===== src/rtl/rng_seq_pkg.sv =====
package rng_seq_pkg;
  typedef enum logic [2:0] {
    ST_RESET    = 3'd0,
    ST_STARTUP  = 3'd1,
    ST_IDLE_ON  = 3'd2,
    ST_IDLE_OFF = 3'd3,
    ST_FILL     = 3'd4,
    ST_ERROR    = 3'd5
  } seq_state_e;
endpackage


===== src/rtl/rng_lfsr.sv =====
module rng_lfsr #(
  parameter int          W    = 32,
  parameter logic [W-1:0] SEED = 32'h1ACE_B00C,
  parameter logic [W-1:0] TAPS = 32'hA300_0000
) (
  input  logic         clk,
  input  logic         rst,
  output logic [W-1:0] word_o
);
  logic [W-1:0] sreg;

  always_ff @(posedge clk) begin
    if (rst) sreg <= SEED;
    else     sreg <= {1'b0, sreg[W-1:1]} ^ (sreg[0] ? TAPS : '0);
  end

  assign word_o = sreg;
endmodule


===== src/rtl/rng_timer.sv =====
module rng_timer #(
  parameter int W = 24
) (
  input  logic         clk,
  input  logic         rst,
  input  logic         load_i,
  input  logic [W-1:0] val_i,
  output logic         zero_o
);
  logic [W-1:0] cnt;

  always_ff @(posedge clk) begin
    if (rst)              cnt <= '0;
    else if (load_i)      cnt <= val_i;
    else if (cnt != '0)   cnt <= cnt - 1'b1;
  end

  assign zero_o = (cnt == '0);
endmodule


===== src/rtl/rng_fifo.sv =====
module rng_fifo #(
  parameter int DATA_W = 32,
  parameter int DEPTH  = 8,
  localparam int PTR_W = $clog2(DEPTH),
  localparam int LVL_W = $clog2(DEPTH + 1)
) (
  input  logic              clk,
  input  logic              rst,
  input  logic              clr_i,
  input  logic              push_i,
  input  logic [DATA_W-1:0] wdata_i,
  input  logic              pop_i,
  output logic [DATA_W-1:0] rdata_o,
  output logic [LVL_W-1:0]  level_o,
  output logic              full_o
);
  logic [DATA_W-1:0] mem [DEPTH];
  logic [PTR_W-1:0]  wptr, rptr;
  logic              wr_ok, rd_ok;

  assign full_o = (level_o == LVL_W'(DEPTH));
  assign wr_ok  = push_i && !full_o && !clr_i;
  assign rd_ok  = pop_i && (level_o != '0) && !clr_i;

  always_ff @(posedge clk) begin
    if (wr_ok) mem[wptr] <= wdata_i;
    if (pop_i) rdata_o   <= mem[rptr];
  end

  always_ff @(posedge clk) begin
    if (rst || clr_i) begin
      wptr    <= '0;
      rptr    <= '0;
      level_o <= '0;
    end else begin
      if (wr_ok) wptr <= wptr + 1'b1;
      if (rd_ok) rptr <= rptr + 1'b1;
      level_o <= level_o + LVL_W'(wr_ok) - LVL_W'(rd_ok);
    end
  end
endmodule


===== src/rtl/rng_refill_seq.sv =====
module rng_refill_seq
  import rng_seq_pkg::*;
#(
  parameter int          DATA_W       = 32,
  parameter int          DEPTH        = 8,
  parameter int          STARTUP_TEST = 16,
  parameter int          CNT_W        = 24,
  parameter int          DIV_W        = 4,
  parameter int          NB_W         = 4,
  parameter int          THR_W        = 3,
  parameter logic [31:0] LFSR_SEED    = 32'h1ACE_B00C,
  localparam int         LVL_W        = $clog2(DEPTH + 1)
) (
  input  logic              clk,
  input  logic              rst,
  input  logic              en_i,
  input  logic              soft_rst_i,
  input  logic              bypass_i,
  input  logic [NB_W-1:0]   nblk_i,
  input  logic [DIV_W-1:0]  clkdiv_i,
  input  logic [CNT_W-1:0]  init_wait_i,
  input  logic [CNT_W-1:0]  off_tmo_i,
  input  logic [THR_W-1:0]  thresh_i,
  input  logic              pop_i,
  output logic [DATA_W-1:0] pop_data_o,
  output logic [LVL_W-1:0]  level_o,
  output logic [2:0]        state_o
);
  localparam int CMP_W = ((THR_W + 3) > LVL_W) ? (THR_W + 3) : LVL_W;

  seq_state_e        st, st_n;
  logic              en_q;
  logic [2:0]        qcnt, qcnt_n;
  logic              t_load, t_zero;
  logic [CNT_W-1:0]  t_val;
  logic              fifo_clr, push, full;
  logic [DATA_W-1:0] src_word;

  logic [CNT_W-1:0] div1, nbx, fill_len, su_len, off_len;
  logic [CMP_W-1:0] mark, lvl_after;
  logic             refill;

  rng_lfsr #(.W(DATA_W), .SEED(DATA_W'(LFSR_SEED))) u_src (
    .clk(clk), .rst(rst), .word_o(src_word)
  );

  rng_timer #(.W(CNT_W)) u_tmr (
    .clk(clk), .rst(rst), .load_i(t_load), .val_i(t_val), .zero_o(t_zero)
  );

  rng_fifo #(.DATA_W(DATA_W), .DEPTH(DEPTH)) u_fifo (
    .clk(clk), .rst(rst), .clr_i(fifo_clr), .push_i(push),
    .wdata_i(src_word), .pop_i(pop_i), .rdata_o(pop_data_o),
    .level_o(level_o), .full_o(full)
  );

  // interval lengths
  always_comb begin
    div1     = CNT_W'(clkdiv_i) + 1'b1;
    nbx      = (nblk_i == '0) ? CNT_W'(1) : CNT_W'(nblk_i);
    fill_len = bypass_i ? (div1 << 5) : ((div1 * nbx) << 7);
    su_len   = init_wait_i + CNT_W'(STARTUP_TEST);
    off_len  = (off_tmo_i == '0) ? CNT_W'(1) : off_tmo_i;
  end

  // low-water mark test on the level left by this pop
  always_comb begin
    mark      = (CMP_W'(thresh_i) + 1'b1) << 2;
    lvl_after = CMP_W'(level_o) - CMP_W'(level_o != '0);
    refill    = pop_i && (lvl_after < mark);
  end

  assign push = (st == ST_FILL) && (qcnt != '0) && !full && en_i && !soft_rst_i;

  always_comb begin
    st_n     = st;
    qcnt_n   = qcnt;
    t_load   = 1'b0;
    t_val    = '0;
    fifo_clr = 1'b0;
    if (soft_rst_i) begin
      fifo_clr = 1'b1;
      st_n     = ST_RESET;
      qcnt_n   = '0;
    end else if (!en_i) begin
      st_n   = ST_RESET;
      qcnt_n = '0;
    end else begin
      case (st)
        ST_RESET: if (!en_q) begin
          st_n   = ST_STARTUP;
          t_load = 1'b1;
          t_val  = su_len - 1'b1;
        end
        ST_STARTUP: if (t_zero) begin
          st_n   = ST_FILL;
          qcnt_n = '0;
          t_load = 1'b1;
          t_val  = fill_len - 1'b1;
        end
        ST_FILL: begin
          if (t_zero) begin
            qcnt_n = bypass_i ? 3'd1 : 3'd4;
            t_load = 1'b1;
            t_val  = fill_len - 1'b1;
          end else if (full) begin
            qcnt_n = '0;
            st_n   = ST_IDLE_ON;
            t_load = 1'b1;
            t_val  = off_len - 1'b1;
          end else if (qcnt != '0) begin
            qcnt_n = qcnt - 1'b1;
          end
        end
        ST_IDLE_ON: begin
          if (refill) begin
            st_n   = ST_FILL;
            t_load = 1'b1;
            t_val  = fill_len - 1'b1;
          end else if (t_zero) begin
            st_n = ST_IDLE_OFF;
          end
        end
        ST_IDLE_OFF: if (refill) begin
          st_n   = ST_STARTUP;
          t_load = 1'b1;
          t_val  = su_len - 1'b1;
        end
        default: st_n = st;
      endcase
    end
  end

  always_ff @(posedge clk) begin
    if (rst) begin
      st   <= ST_RESET;
      qcnt <= '0;
      en_q <= 1'b0;
    end else begin
      st   <= st_n;
      qcnt <= qcnt_n;
      en_q <= en_i;
    end
  end

  assign state_o = st;
endmodule


===== config.mk =====
export PLATFORM = sky130hd
export DESIGN_NAME = rng_refill_seq
export DESIGN_NICKNAME = d
export VERILOG_FILES = /design/src/rtl/rng_seq_pkg.sv /design/src/rtl/rng_lfsr.sv /design/src/rtl/rng_timer.sv /design/src/rtl/rng_fifo.sv /design/src/rtl/rng_refill_seq.sv
export SDC_FILE = /design/constraint.sdc
export NUM_CORES = 1
export LEC_CHECK = 0
export BUFFER_PORTS_ARGS = -buffer_cell sky130_fd_sc_hd__buf_4
export CAP_MARGIN = 20
export CORE_MARGIN = 2
export CORE_UTILIZATION = 45
export DETAILED_ROUTE_END_ITERATION = 7
export MAX_ROUTING_LAYER = met4
export PLACE_DENSITY = 0.61
export SYNTH_ARGS = -nofsm -noshare
export SYNTH_HDL_FRONTEND = slang
export SYNTH_SLANG_ARGS = --single-unit

===== constraint.sdc =====
create_clock -name clk -period 12 [get_ports clk]
set_clock_uncertainty 0.15 [all_clocks]
set_input_delay 0.6 -clock clk [delete_from_list [all_inputs] [get_ports clk]]
set_output_delay 0.6 -clock clk [all_outputs]
set_load 0.05 [all_outputs]

==> results_tabular.tex <==
\begin{tabular}{lr}
\hline
Metric & Value \\
\hline
\multicolumn{2}{l}{\textbf{Status}} \\
Run status & complete, no violations \\
\multicolumn{2}{l}{\textbf{Timing}} \\
Unrepaired setup endpoints after global routing & no \\
Setup Viol. Count Final & 0 \\
Final hold violation count & 0 \\
Normalized max-slew margin & 31.2\% \\
Summed negative setup slack over all endpoints & 0 ns \\
Final critical-path required period & 4.50 ns \\
Worst setup margin & 7.50 ns \\
Fmax & 222 MHz \\
Number of pins exceeding their max-slew limit in the final report & 0 \\
Least-Margin Pin Slew & 1.03 ns \\
Final Cycle Share & 37.5\% \\
\multicolumn{2}{l}{\textbf{Worst setup path}} \\
Crit path buf inv count & 3 \\
Launching point of the worst reg2reg path & u\_tmr.cnt[7] \\
Maximum fanout along the worst path & 9 \\
Critical path data required time & 12.29 ns \\
Top Family by Delay on Critical Path & adder cells \\
Critical path type & primary input to register \\
Most common cell type on the critical path & sky130\_fd\_sc\_hd\_\_fa\_1 \\
Slowest cell on crit path & sky130\_fd\_sc\_hd\_\_fa\_1 \\
CP Capture Type & register \\
Type of origin of the critical path & primary input \\
Arrival time of the worst setup path & 4.79 ns \\
Launch point of the critical path & clkdiv\_i[0] \\
Cells along the critical path & buf\_4, ha\_1, xor2\_1, nand2\_1, fa\_1, inv\_1, fa\_1, inv\_1, fa\_1, nand2b\_1, mux2i\_1, o311ai\_0, or4\_1, nor3\_1, or3b\_1, a31oi\_1 \\
Critical Path Max Stage Delay & 0.58 ns \\
\multicolumn{2}{l}{\textbf{Clocking}} \\
Count of clock tree sinks & 361 \\
Skew-Pair Late Insertion Delay & 0.52 ns \\
Root Buffer & sky130\_fd\_sc\_hd\_\_clkbuf\_16 \\
Clock-pin slew reported for the worst setup and hold paths after clock tree synthesis & 0.06 ns \\
Number of buffers on the longest clock path & 3 \\
CTS Buf Count & 37 \\
CTS tree & built \\
Number of buffers inserted to repair setup after CTS & 0 \\
Post\_cts resized & 0 \\
Count of hold-fix buffers inserted at cts & 0 \\
H-tree depth reported by CTS & 2 \\
\multicolumn{2}{l}{\textbf{Final layout}} \\
Number of diodes added for antenna fixing & 0 \\
Cell area after layout & 18800 um2 \\
Fraction of layout cells with a size suffix above 1 & 26.4\% \\
Fill count & 2934 \\
Register cell area after layout & 10100 um2 \\
Layout Nets & 1311 \\
Multi-input gate area & 5810 um2 \\
P\&R area growth vs syn & 16.0\% \\
\multicolumn{2}{l}{\textbf{Flow run}} \\
Max-Cap Viols & 0 \\
\multicolumn{2}{l}{\textbf{Detailed routing}} \\
Iter 0 DRT Violations & 580 \\
Number of vias per cell & 5.39 \\
Count of vias placed by the detailed router & 9126 \\
Total wirelength of the detailed-routed design & 32.2 mm \\
Number of routed nets with antenna violations & 0 \\
Post-DR wirelength/cell & 19.0 um \\
Pre-antenna DRT Iters & 5 \\
Residual DRC count & 0 \\
\multicolumn{2}{l}{\textbf{Global route}} \\
Global-route wire length before repair & 52.3 mm \\
Number of global-route vias before repair & 9504 \\
Grt ovf & 0 \\
Number of antenna violations at the first check in global routing & 0 \\
Pin count of the biggest net entering global routing & 60 \\
Total Routing Usage GR & 18.0\% \\
\multicolumn{2}{l}{\textbf{Yosys}} \\
Synthesized flop and latch total & 361 \\
Count of warnings emitted by yosys & 0 \\
Post-Synthesis Cells & 1094 \\
Async set or reset register ratio after synthesis & 0\% \\
EDFF count, synth & 288 \\
Average size of a mapped cell & 14.8 um2 \\
Count of different cell masters after synthesis & 77 \\
Leading cell types by total area after synthesis & sky130\_fd\_sc\_hd\_\_edfxtp\_1 53\%, sky130\_fd\_sc\_hd\_\_dfxtp\_1 9.0\%, sky130\_fd\_sc\_hd\_\_mux4\_2 8.9\% \\
Fraction of the yosys area taken by sequential cells & 62.5\% \\
Library cell occupying the most area in the post-synthesis netlist & sky130\_fd\_sc\_hd\_\_edfxtp\_1 \\
Mapped cell area & 16200 um2 \\
Prevailing post-synth register cell & sky130\_fd\_sc\_hd\_\_edfxtp\_1 \\
Area share of the largest cell type after synthesis & 53.5\% \\
\multicolumn{2}{l}{\textbf{Floorplan}} \\
FP Rows & 69 \\
Die ar. & 37500 um2 \\
Core footprint & 35500 um2 \\
Die boundary width & 194 um \\
Starting Density & 45.6\% \\
Die Height & 194 um \\
Number of primary I/O pins & 104 \\
\multicolumn{2}{l}{\textbf{Place}} \\
Routability congestion estimate & 0.780 \\
Number of buffer cells added on primary ports & 103 \\
Worst slack, placed & 6.95 ns \\
Placed cell area & 17500 um2 \\
Sum of net half-perimeters after detailed placement & 19.7 mm \\
\multicolumn{2}{l}{\textbf{Power}} \\
Power density relative to cell area & 151 nW/um2 \\
Total power draw & 2.82 mW \\
Static Leak & 6.37 nW \\
Peak supply drop & 159 uV \\
\multicolumn{2}{l}{\textbf{Min path}} \\
Worst Min Path Start & en\_i \\
Path type of the worst min-delay path & primary input to register \\
\hline
\end{tabular}
[state kept, by name, indices dropped and copies added (netlist names), 4 cells and up]
name / flops
u_fifo.level_o: 4
u_fifo.mem: 256
u_fifo.rdata_o: 32
u_src.word_o: 32
u_tmr.cnt: 24
[path summary, 6_finish.rpt]
check / end / slack, ns / cells past startpoint
worst max-delay path: u_tmr.cnt[15] / 7.50 / 16
worst min-delay path: en_q / 0.20 / 2
worst min register to register: qcnt[2] / 0.34 / 2
worst max register to register: u_tmr.cnt[5] / 7.95 / 7
[stage by stage]
| step | instances | utilization [%] | hold WS, ns |
|---|---|---|---|
| after CTS | 1694 | 52.9 | 0.193 |
| after global routing | 1694 | 52.9 | 0.228 |
| after floorplan | 1095 | - | 0.310 |
| after detailed placement | 1626 | 49.3 | 0.344 |
| after global placement | 1625 | 49.3 | 0.332 |
| final | 1694 | 52.9 | 0.202 |
[power breakdown]
group / leakage, nW / switching, mW / internal, mW
Sequential: 3.31 / 0.0329 / 1.37
Clock: 0.621 / 0.460 / 0.702
Combinational: 2.43 / 0.143 / 0.112
Total: 6.37 / 0.636 / 2.19
[synth_stat cells, types with 10 or more instances]
cell,n
sky130_fd_sc_hd__edfxtp_1,288
sky130_fd_sc_hd__dfxtp_1,73
sky130_fd_sc_hd__mux4_2,64
sky130_fd_sc_hd__nor2_1,59
sky130_fd_sc_hd__xnor2_1,47
sky130_fd_sc_hd__nand2_1,42
sky130_fd_sc_hd__a21oi_1,39
sky130_fd_sc_hd__ha_1,35
sky130_fd_sc_hd__mux2_2,34
sky130_fd_sc_hd__xor2_1,32
sky130_fd_sc_hd__nor3_1,31
sky130_fd_sc_hd__clkbuf_1,30
sky130_fd_sc_hd__inv_1,30
sky130_fd_sc_hd__nor2b_1,27
sky130_fd_sc_hd__nand3_1,23
sky130_fd_sc_hd__o22ai_1,17
sky130_fd_sc_hd__or2_2,14
sky130_fd_sc_hd__a211oi_1,11
sky130_fd_sc_hd__nand2b_1,11
sky130_fd_sc_hd__o21ai_0,11
sky130_fd_sc_hd__nor4_1,10
[layout make-up]
type | count | area share (%)
inverter | 30 | 0.600
clock inverter | 26 | 1.47
sequential | 361 | 53.9
tap | 461 | 3.07
multi-input combinational | 656 | 30.9
clock buffer | 42 | 5.26
timing repair buffer | 118 | 4.74
[per-layer routing]
layer	track usage (%)	routed length, um
met5	-	0
met4	4.52	708
met3	1.95	960
met2	30.9	16200
met1	23.1	14300
[placed cells by master, fill, tap and decap left out, types with 14 or more instances in the layout]
master | synthesis | routed
sky130_fd_sc_hd__edfxtp_1 | 288 | 288
sky130_fd_sc_hd__buf_4 | 1 | 117
sky130_fd_sc_hd__dfxtp_1 | 73 | 70
sky130_fd_sc_hd__mux4_2 | 64 | 64
sky130_fd_sc_hd__nor2_1 | 59 | 55
sky130_fd_sc_hd__xnor2_1 | 47 | 47
sky130_fd_sc_hd__nand2_1 | 42 | 42
sky130_fd_sc_hd__a21oi_1 | 39 | 39
sky130_fd_sc_hd__clkbuf_16 | 0 | 38
sky130_fd_sc_hd__ha_1 | 35 | 35
sky130_fd_sc_hd__mux2_2 | 34 | 34
sky130_fd_sc_hd__xor2_1 | 32 | 32
sky130_fd_sc_hd__inv_1 | 30 | 30
sky130_fd_sc_hd__nor3_1 | 31 | 29
sky130_fd_sc_hd__nor2b_1 | 27 | 27
sky130_fd_sc_hd__nand3_1 | 23 | 23
sky130_fd_sc_hd__o22ai_1 | 17 | 17
sky130_fd_sc_hd__or2_2 | 14 | 14
[kinds of logic after synthesis]
family / count (synthesis) / share of synthesized area [%]
AND/OR/NAND/NOR: 294 / 10.3
adder cells (fa/ha/maj): 42 / 3.57
multiplexers: 101 / 11.5
flip-flops: 361 / 62.5
AO/OA/AOI/OAI: 137 / 5.75
other: 1 / 0.0232
XOR/XNOR: 80 / 4.38
buffers and inverters: 78 / 1.99
Power figures use the tool's default switching activity.
